--- src/rtl/seq_pkg.sv ---
package seq_pkg;

    localparam int unsigned NUM_PHASES = 4;

    typedef logic [NUM_PHASES-1:0] phase_vec_t;

    localparam phase_vec_t PH_FIRST = phase_vec_t'(1);

    // Next strobe pattern: the active phase moves one place towards T4, and T4 wraps to T1.
    function automatic phase_vec_t phase_advance(input phase_vec_t cur);
        return {cur[NUM_PHASES-2:0], cur[NUM_PHASES-1]};
    endfunction

endpackage

--- src/rtl/seq_phase_gen.sv ---
module seq_phase_gen
    import seq_pkg::*;
#(
    parameter bit RING = 1'b1
) (
    input  logic       clk,
    input  logic       rst,
    output phase_vec_t phase_o,
    output logic       last_o
);

    generate
        if (RING) begin : g_ring
            // The phase is held directly as a one-hot ring of flops.
            typedef struct packed {
                phase_vec_t ring;
            } ring_st_t;

            ring_st_t s_d, s_q;

            always_comb begin
                s_d      = s_q;
                s_d.ring = phase_advance(s_q.ring);
                if (rst) begin
                    s_d.ring = PH_FIRST;
                end
            end

            always_ff @(posedge clk) begin
                s_q <= s_d;
            end

            assign phase_o = s_q.ring;
        end else begin : g_count
            // The phase is held as a binary count and decoded to strobes.
            localparam int unsigned CNT_W = $clog2(NUM_PHASES);
            localparam logic [CNT_W-1:0] CNT_ONE = 1;

            typedef struct packed {
                logic [CNT_W-1:0] cnt;
            } cnt_st_t;

            cnt_st_t s_d, s_q;

            always_comb begin
                s_d     = s_q;
                s_d.cnt = s_q.cnt + CNT_ONE;
                if (rst) begin
                    s_d.cnt = '0;
                end
            end

            always_ff @(posedge clk) begin
                s_q <= s_d;
            end

            assign phase_o = PH_FIRST << s_q.cnt;
        end
    endgenerate

    assign last_o = phase_o[NUM_PHASES-1];

    assert_phase_onehot_R2: assert property (@(posedge clk) disable iff (rst)
        $countones(phase_o) == 1);

    assert_phase_rotate_R2: assert property (@(posedge clk) disable iff (rst)
        1'b1 |=> phase_o == phase_advance($past(phase_o)));

endmodule

--- src/rtl/seq_pc_unit.sv ---
module seq_pc_unit #(
    parameter int unsigned PC_W = 11
) (
    input  logic            clk,
    input  logic            rst,
    input  logic            last_i,
    input  logic            br_req_i,
    input  logic [PC_W-1:0] br_target_i,
    input  logic            exec_valid_i,
    output logic [PC_W-1:0] pc_o,
    output logic            take_o
);

    localparam logic [PC_W-1:0] PC_ONE = 1;

    typedef struct packed {
        logic [PC_W-1:0] pc;
    } pc_st_t;

    pc_st_t s_d, s_q;

    // A request counts only at the closing phase, and only for an instruction that really executes.
    assign take_o = last_i & br_req_i & exec_valid_i;

    always_comb begin
        s_d = s_q;
        if (last_i) begin
            s_d.pc = take_o ? br_target_i : (s_q.pc + PC_ONE);
        end
        if (rst) begin
            s_d.pc = '0;
        end
    end

    always_ff @(posedge clk) begin
        s_q <= s_d;
    end

    assign pc_o = s_q.pc;

    assert_pc_hold_R3: assert property (@(posedge clk) disable iff (rst)
        !last_i |=> $stable(pc_o));

    assert_pc_step_R4: assert property (@(posedge clk) disable iff (rst)
        (last_i && !take_o) |=> pc_o == $past(pc_o) + PC_ONE);

    assert_pc_branch_R7: assert property (@(posedge clk) disable iff (rst)
        take_o |=> pc_o == $past(br_target_i));

endmodule

--- src/rtl/seq_ir_stage.sv ---
module seq_ir_stage #(
    parameter int unsigned INSTR_W = 16
) (
    input  logic               clk,
    input  logic               rst,
    input  logic               last_i,
    input  logic               take_i,
    input  logic [INSTR_W-1:0] instr_i,
    output logic [INSTR_W-1:0] ir_o,
    output logic               valid_o
);

    typedef struct packed {
        logic [INSTR_W-1:0] ir;
        logic               valid;
    } ir_st_t;

    ir_st_t s_d, s_q;

    always_comb begin
        s_d = s_q;
        if (last_i) begin
            // The word fetched behind a taken branch is loaded but flagged so it does not execute.
            s_d.ir    = instr_i;
            s_d.valid = !take_i;
        end
        if (rst) begin
            s_d.ir    = '0;
            s_d.valid = 1'b0;
        end
    end

    always_ff @(posedge clk) begin
        s_q <= s_d;
    end

    assign ir_o    = s_q.ir;
    assign valid_o = s_q.valid;

    assert_ir_hold_R5: assert property (@(posedge clk) disable iff (rst)
        !last_i |=> ($stable(ir_o) && $stable(valid_o)));

    assert_flush_after_branch_R7: assert property (@(posedge clk) disable iff (rst)
        take_i |=> !valid_o);

endmodule

--- src/rtl/pipe_sequencer.sv ---
module pipe_sequencer
    import seq_pkg::*;
#(
    parameter int unsigned INSTR_W    = 16,
    parameter int unsigned PC_W       = 11,
    parameter bit          PHASE_RING = 1'b1
) (
    input  logic               clk,
    input  logic               rst,
    input  logic [INSTR_W-1:0] instr_in,
    input  logic               br_req,
    input  logic [PC_W-1:0]    br_target,
    output logic [3:0]         phase_t,
    output logic [PC_W-1:0]    fetch_addr,
    output logic [INSTR_W-1:0] instr_reg,
    output logic               exec_valid
);

    localparam logic [PC_W-1:0] ADDR_ONE = 1;

    phase_vec_t phase_w;
    logic       last_w;
    logic       take_w;

    seq_phase_gen #(
        .RING (PHASE_RING)
    ) u_phase (
        .clk     (clk),
        .rst     (rst),
        .phase_o (phase_w),
        .last_o  (last_w)
    );

    seq_pc_unit #(
        .PC_W (PC_W)
    ) u_pc (
        .clk          (clk),
        .rst          (rst),
        .last_i       (last_w),
        .br_req_i     (br_req),
        .br_target_i  (br_target),
        .exec_valid_i (exec_valid),
        .pc_o         (fetch_addr),
        .take_o       (take_w)
    );

    seq_ir_stage #(
        .INSTR_W (INSTR_W)
    ) u_ir (
        .clk     (clk),
        .rst     (rst),
        .last_i  (last_w),
        .take_i  (take_w),
        .instr_i (instr_in),
        .ir_o    (instr_reg),
        .valid_o (exec_valid)
    );

    assign phase_t = phase_w;

    // A request that arrives during a bubble must leave the fetch on its sequential path.
    assert_bubble_ignores_branch_R9: assert property (@(posedge clk) disable iff (rst)
        (phase_t[3] && br_req && !exec_valid) |=> fetch_addr == $past(fetch_addr) + ADDR_ONE);

    assert_refill_after_bubble_R8: assert property (@(posedge clk) disable iff (rst)
        (phase_t[3] && !exec_valid) |=> exec_valid);

endmodule

--- config.mk ---
export PLATFORM = sky130hd
export DESIGN_NAME = pipe_sequencer
export DESIGN_NICKNAME = d
export VERILOG_FILES = /design/src/rtl/seq_pkg.sv /design/src/rtl/seq_phase_gen.sv /design/src/rtl/seq_pc_unit.sv /design/src/rtl/seq_ir_stage.sv /design/src/rtl/pipe_sequencer.sv
export SDC_FILE = /design/constraint.sdc
export NUM_CORES = 1
export LEC_CHECK = 0
export ABC_AREA = 1
export BUFFER_PORTS_ARGS = -buffer_cell sky130_fd_sc_hd__clkbuf_2
export CORE_ASPECT_RATIO = 1.25
export CORE_UTILIZATION = 41
export DETAILED_ROUTE_END_ITERATION = 8
export PLACE_DENSITY = 0.72
export SLEW_MARGIN = 30
export SYNTH_ARGS = -nofsm -noshare
export SYNTH_HDL_FRONTEND = slang
export SYNTH_SLANG_ARGS = --single-unit
--- constraint.sdc ---
create_clock -name clk -period 1.2 [get_ports clk]
set_input_delay 0.12 -clock clk [delete_from_list [all_inputs] [get_ports clk]]
set_output_delay 0.12 -clock clk [all_outputs]
set_load 0.1 [all_outputs]
==> results of run 1 <==
sequential cells by signal (all words and copies together), names as in the netlist:
register	cells
u_ir.ir_o	16
u_ir.valid_o	1
u_phase.phase_o	4
u_pc.pc_o	11
where the power goes:
group	total [mW]	switching, mW	internal, mW
Clock	0.691	0.347	0.345
Sequential	1.09	0.0253	1.07
Combinational	0.386	0.233	0.153
Total	2.17	0.605	1.57
cell type report:
class                   count  area share (%)
clock buffers               8            2.88
inverters                  18            2.83
multi-input cells         111            25.5
flip-flops and latches     32            29.3
well taps                  36            1.88
repair buffers             72            37.6
per-stage QoR:
step                setup WS (ns)  cell area [um2]  cells
finish                     0.0567             2390    277
global route             -0.00811             2390    277
CTS                        0.0141             2340    272
detailed placement         0.0577             2260    263
global placement            0.108             2260    263
floorplan                 -0.0992             1420    168
worst paths after layout:
path                                      endpoint  slack [ns]  depth (start not counted)
worst min-delay path                  u_ir.ir_o[0]        0.01                          2
worst max-delay path                  u_pc.pc_o[4]        0.06                          5
worst max register to register        u_pc.pc_o[4]        0.06                          5
worst min register to register  u_phase.phase_o[3]        0.47                          2
layer usage:
metal	vias to the layer above	wire length (um)	global-route usage, %
li1	697	-	-
met1	631	1430	22.2
met5	-	0	0
met2	52	1750	33.9
met4	0	34	4.93
met3	4	203	4.83
synth_stat cells (all sizes together):
library cell   n
o21ai         11
nand2         35
nor2          28
nand4          1
inv           18
a311oi         1
xor2           1
o21bai         1
a22o          16
a21oi          1
nor3           1
buf            7
dfxtp         32
nand3         13
o22ai          1
ha             1
cells by family after synthesis:
family,count (synthesis)
compound gates,31
xor+xnor,1
fa+ha+maj,1
buf+inv,25
flops,32
simple gates,78
what timing repair did:
item                                   in CTS  in global routing
setup endpoints to repair                   0                  6
hold buffers                                1                  1
gates resized for setup                     0                  3
endpoints found under the hold margin       1                  1
setup buffers                               0                  4
critical path, cell delays in order, from the launching register on:
cell and delay, ns:
dfxtp_4 0.39, ha_4 0.15, buf_4 0.11, nand4_1 0.12
a21oi_1 0.19, o22ai_1 0.08
==> results_dict.tcl, run 1 <==
set metrics [dict create \
    status "finished clean" \
    hold_class "in2reg" \
    grt_pass1_vias 1128 \
    root_buffer "clkbuf_4" \
    fin_util_pct 78.9 \
    fin_crit_sh_pct 95.3 \
    cts_tree "done" \
    setup_viol 0 \
    core_um2 3030 \
    die_w_um 53.0 \
    path_max_fanout 3 \
    fp.dieH_um 65.8 \
    synthCells 168 \
    h-tree-depth 2 \
    synthXorXnorAreaFrac_pct 0.657 \
    crit_start "u_pc.pc_o[1]" \
    cts_sinks 32 \
    yosysSeqAreaShare_pct 48.0 \
    io_buffer_count 61 \
    worstSetupPathType "reg2reg" \
    multi_input_area_um2 611 \
    arrival_ns 1.36 \
    fin_crit_ns 1.14 \
    min_from "instr_in[0]" \
    cp.required_ns 1.42 \
    reg2reg_from "u_pc.pc_o[1]" \
    layout_common_cells "nand2_1, buf_12, clkbuf_2, nor2_1, dfxtp_2" \
    grt_max_degree 24 \
    p_leak_nw 1.07 \
    fillers 195 \
    ir_drop_mv 1.00 \
    clock.fmax_ghz 0.875 \
    wl_per_cell_um 12.4 \
    synth_mux_area_share_pct 0 \
    synth.top_cell.area_share_pct 48.0 \
    drive_gt1_share_pct 48.5 \
    gp_congestion 0.752 \
    synth.distinct_cells 23 \
    wl_um 3420 \
    maxSlewViolCount 0 \
    fin_nets 271 \
    row_count 22 \
    antenna_left 0 \
    synth_top_area_cell "dfxtp_1" \
    clkTransAtPathRegs_ns 0.11 \
    drc_errors 0 \
    start_kind "register" \
    ys_ff_latch 32 \
    initial_utilization_pct 44.0 \
    viasPerCell 5.00 \
    max_slew_margin_pct 86.2 \
    avgSynthCellArea_um2 7.94 \
    crit_path_end_kind "register" \
    holdWs_ns 0.0150 \
    synth.area.top_cells "dfxtp_1, a22o_1, nand2_1" \
    drtIter0Drc 44 \
    rsz0062_at_grt "yes" \
    power.density_nw_per_um2 909 \
    area_growth_pct 79.2 \
    synth_compound_area_share_pct 17.0 \
    drt_pre_antenna_iters 4 \
    synth_area_um2 1330 \
    finalClockSkew_ns 0.0167 \
    dieArea_um2 3490 \
    io-pin-count 62 \
    antenna_found_initial 0 \
    hold_viol 0 \
    grt_use_total_pct 19.1 \
    grt_pass1_wl_um 4890 \
    num_antenna_cells 0 \
    hpwl_um 2420 \
    regArea_um2 699 \
    fin_setup_tns_ns 0 \
    overflow 0 \
    maxCapViolCount 0 \
    ys_warn_count 0 \
    synth_top_family_by_area "simple AND/OR/NAND/NOR gates" \
    num_vias 1384 \
    clockBufferDepth 2 \
    syn_nets 199 \
    synthAdderAreaFrac_pct 0.938 \
    cts_made_buffers 5 \
    synth-simple-area-share_pct 24.6 \
    finalPower_mw 2.17 \
    max_slew.worst_pin.slew_ns 0.206 \
    clk_latency_ns 0.32 \
]
Note: power is estimated with default switching activity, not from simulation.
==> inputs of run 2 (changes only) <==
Settings changed: CELL_PAD_IN_SITES_DETAIL_PLACEMENT set to 0, CELL_PAD_IN_SITES_GLOBAL_PLACEMENT set to 1, CORE_UTILIZATION 41 to 28, PLACE_DENSITY 0.72 to 0.71.
==> results_dict.tcl, run 2 (synthesis results as in run 1) <==
set metrics [dict create \
    status "finished clean" \
    clkTransAtPathRegs_ns 0.07 \
    cp_common_cell "nand2_1" \
    hpwl_um 2680 \
    max_slew.worst_pin.slew_ns 0.228 \
    clk_latency_ns 0.28 \
    ir_drop_mv 0.675 \
    core_um2 4490 \
    grt_max_degree 21 \
    drt_pre_antenna_iters 4 \
    cts_made_buffers 5 \
    largest_register_ffs 16 \
    fin_util_pct 54.1 \
    maxSlewViolCount 0 \
    grt.busiest_layer "met2" \
    place_area_um2 2300 \
    fin_setup_tns_ns 0 \
    crit_path_end_kind "register" \
    fin_crit_ns 1.12 \
    antenna_left 0 \
    start_kind "register" \
    drive_gt1_share_pct 49.4 \
    clockBufferDepth 2 \
    grt_util_met1_pct 18.4 \
    antenna_found_initial 0 \
    maxCapViolCount 0 \
    rsz0062_at_grt "yes" \
    cts_tree "done" \
    worstSetupPathType "reg2reg" \
    met2_usage_pct 26.0 \
    hold_class "in2reg" \
    row_count 27 \
    crit_chain "ha_4 > nand2_4 > nor2_4 > nand2_1 > nand2_1 > nand3_1 > nand2_1 > nand2_1" \
    hold_viol 0 \
    clock.fmax_ghz 0.895 \
    overflow 0 \
    drtIter0Drc 40 \
    finalClockSkew_ns 0.00868 \
    io_buffer_count 61 \
    setup_viol 0 \
    fin_crit_sh_pct 93.1 \
    path_max_fanout 5 \
    viasPerCell 4.43 \
    fin_area_um2 2430 \
    gp_congestion 0.708 \
    grt_pass1_wl_um 6020 \
    root_buffer "clkbuf_8" \
    max_slew_margin_pct 84.7 \
    arrival_ns 1.30 \
    dpl.cell_count 287 \
    layout_common_cells "nand2_1, buf_12, clkbuf_2, nor2_1, dfxtp_2" \
    drc_errors 0 \
    fp.dieH_um 79.2 \
    h-tree-depth 2 \
    area_growth_pct 82.2 \
    r2r_slack_ns 0.08 \
    io-pin-count 62 \
    p_leak_nw 1.06 \
    num_vias 1308 \
    cp_slowest_stage_delay_ns 0.39 \
    num_antenna_cells 0 \
    wl_per_cell_um 11.8 \
    holdWs_ns 0.0495 \
    dieArea_um2 5050 \
    fin_nets 267 \
    grt_use_total_pct 15.5 \
    initial_utilization_pct 29.7 \
    post-cts-setup-buffer-count 0 \
    cp.required_ns 1.38 \
    die_w_um 63.7 \
    cts_sinks 32 \
    wl_um 3490 \
    power.density_nw_per_um2 977 \
    finalNonFillerCells 295 \
    grt_pass1_vias 1310 \
    met3_usage_pct 4.60 \
    cpMaxStageDelayCell "dfxtp_4" \
]
run 2: cell types whose count changed in the layout (fill, tap and decap cells not counted), sizes merged:
cell / delta
buf: -2
dlygate4sd3: -2
run 2: per-layer routing:
metal  share of wire, %  up-vias
met5                  0        -
met4                1.7        0
met3                5.9        6
met2                 49       46
met1                 43      571
li1                   -      685
run 2: timing repair:
| item | in CTS | in global routing |
|---|---|---|
| gates resized for setup | 0 | 8 |
| setup endpoints to repair | 0 | 13 |
| hold buffers | 0 | 0 |
| hold endpoints to repair | 0 | 0 |
run 2: final cells by class:
cell class,instances,area [um2]
Multi-Input combinational cell,111,621
Tap cell,58,72.6
Clock buffer,8,100
Inverter,18,70.1
Sequential cell,32,699
Timing Repair Buffer,68,867
Fill cell,412,2060
run 2: power by group:
part           switching, mW  internal, mW
logic                  0.230         0.151
clock network          0.375         0.523
registers             0.0258          1.07
total                  0.631          1.74
run 2: worst paths after layout:
kind / from / cells after the start / endpoint
hold reg to reg: u_phase.phase_o[1] / 2 / u_phase.phase_o[2]
setup / recovery: u_pc.pc_o[1] / 8 / u_pc.pc_o[8]
hold / removal: instr_in[3] / 2 / u_ir.ir_o[3]
setup reg to reg: u_pc.pc_o[1] / 8 / u_pc.pc_o[8]
run 2: critical path: cells and delay by family, from the launching register on:
kind	cells	cell delay, ns
flops	1	0.39
simple gates	7	0.46
fa+ha+maj	1	0.16
run 2: stage by stage:
| step | setup slack, ns | power [mW] |
|---|---|---|
| 5_1_grt | -0.0353 | 2.49 |
| 6_report | 0.0823 | 2.37 |
| 2_1_floorplan | -0.0992 | 1.32 |
| 3_3_place_gp | 0.0623 | 1.50 |
| 3_5_place_dp | 0.0508 | 1.50 |
| 4_1_cts | 0.0515 | 2.41 |
==> inputs of run 3 (changes only) <==
Settings changed: CORE_ASPECT_RATIO 1.25 to 0.75.
==> results_dict.tcl, run 3 (synthesis results as in run 1) <==
set metrics [dict create \
    drc_errors 0 \
    largest_register_ffs 16 \
    maxSlewViolCount 0 \
    setup_viol 0 \
    switchingPower_mw 0.651 \
    num_vias 1305 \
    wl_um 3470 \
    fin_setup_tns_ns 0 \
    hold_viol 0 \
    clock.fmax_ghz 0.896 \
    fp.dieH_um 61.8 \
    die_w_um 81.7 \
    fin_nets 270 \
    io-pin-count 62 \
    grt_use_total_pct 14.1 \
    crit_chain "ha_4 > nand2_4 > nor2_4 > nand2_1 > nand2_1 > nand3_1 > nand2_1 > nand2_1" \
    cts_sinks 32 \
    initial_utilization_pct 29.5 \
    overflow 0 \
    met2_usage_pct 19.4 \
    core_um2 4520 \
    swShare_pct 27.2 \
    pwr-share-comb_pct 15.6 \
    antenna_found_initial 0 \
    drtIter0Drc 57 \
    arrival_ns 1.29 \
    crit_path_end_kind "register" \
    ir_drop_mv 0.652 \
    maxCapViolCount 0 \
    cpMaxStageDelayCell "dfxtp_4" \
    final_common_cell "nand2_1" \
    p_int_mw 1.75 \
    dieArea_um2 5050 \
    cts_made_buffers 5 \
    dp_slack_ns 0.0632 \
    layout_common_cells "nand2_1, buf_12, clkbuf_2, nor2_1, dfxtp_2" \
    cp_slowest_stage_delay_ns 0.37 \
    antenna_left 0 \
    power.density_nw_per_um2 994 \
    drive_gt1_share_pct 49.2 \
    max_slew_margin_pct 87.5 \
    grt_pass1_vias 1105 \
    hold_class "in2reg" \
    dpl.cell_count 286 \
    grt_util_met1_pct 19.8 \
    cts_tree "done" \
    drt_pre_antenna_iters 4 \
    status "finished clean" \
    fillers 418 \
    path_delay_family "simple AND/OR/NAND/NOR gates" \
    wl_per_cell_um 11.7 \
    row_count 21 \
    fin_crit_sh_pct 93.0 \
    root_buffer "clkbuf_8" \
    p_leak_nw 1.07 \
    viasPerCell 4.39 \
    io_buffer_count 61 \
    clkTransAtPathRegs_ns 0.07 \
    area_growth_pct 80.9 \
    grt.busiest_layer "met1" \
    finalNonFillerCells 297 \
    fin_area_um2 2410 \
    grt_max_degree 17 \
    clockPowerShare_pct 38.8 \
    place_area_um2 2280 \
    finalClockSkew_ns 0.00462 \
    fin_crit_ns 1.12 \
    met3_usage_pct 5.26 \
    worstSetupPathType "reg2reg" \
    cp.required_ns 1.37 \
    setup_ws_ns 0.0835 \
    rsz0062_at_grt "yes" \
    cts_hold_buffers 0 \
    critPathBufInv 0 \
    power_frac_seq_pct 45.6 \
    clockBufferDepth 2 \
    grt_pass1_wl_um 5220 \
    path_max_fanout 5 \
    max_slew.worst_pin.slew_ns 0.186 \
    h-tree-depth 2 \
    cp_common_cell "nand2_1" \
    num_antenna_cells 0 \
    gp_congestion 0.762 \
    multi_input_area_um2 611 \
    clk_latency_ns 0.28 \
    hpwl_um 2600 \
    start_kind "register" \
    regArea_um2 699 \
]
-- run 3: changes by cell type in the layout (fill, tap and decap cells not counted) --
cell,previous run,this run
buf_12,34,32
clkbuf_16,0,1
clkinv_2,0,1
clkbuf_8,7,5
nor2_2,2,1
nor2_1,22,24
nor2_4,4,3
buf_6,1,0
buf_4,4,10
inv_4,1,0
inv_2,2,3
-- run 3: final timing paths --
check / startpoint / to / slack, ns / cells past startpoint
max: u_pc.pc_o[0] / u_pc.pc_o[8] / 0.08 / 8
min: instr_in[9] / u_ir.ir_o[9] / 0.04 / 2
max reg2reg: u_pc.pc_o[0] / u_pc.pc_o[8] / 0.08 / 8
min reg2reg: u_phase.phase_o[2] / u_phase.phase_o[3] / 0.45 / 2
-- run 3: layout make-up --
class | instances | share of cell area, %
clock buffer | 7 | 4.05
multi-input combinational | 111 | 25.3
sequential | 32 | 29.0
timing repair buffer | 71 | 35.7
clock inverter | 1 | 0.207
inverter | 18 | 2.80
tap | 57 | 2.96
-- run 3: metal layers --
layer,up-vias,routed length (um)
met3,5,209
met1,575,1690
met5,-,0
met4,0,46
li1,693,-
met2,32,1530
-- run 3: stage by stage --
stage / hold WS, ns / util, % / total power, mW
floorplan: 0.188 / - / 1.32
global placement: 0.330 / 50.4 / 1.49
detailed placement: 0.332 / 50.4 / 1.49
CTS: 0.0358 / 52.6 / 2.43
global route: 0.0425 / 53.4 / 2.48
finish: 0.0435 / 53.4 / 2.40
-- run 3: repair_timing --
action / 4_1_cts / 5_1_grt
endpoints found under the setup margin: 0 / 5
setup buffers: 0 / 3
gates resized for setup: 0 / 3
hold endpoints to repair: 0 / 0
-- run 3: power by group through the flow --
| stage | Combinational, mW | Clock (mW) | Sequential, mW |
|---|---|---|---|
| 2_1_floorplan | 0.0553 | 0 | 1.26 |
| 3_3_place_gp | 0.372 | 0 | 1.12 |
| 3_5_place_dp | 0.372 | 0 | 1.12 |
| 4_1_cts | 0.373 | 0.963 | 1.10 |
| 5_1_grt | 0.392 | 0.994 | 1.10 |
| 6_report | 0.373 | 0.930 | 1.09 |
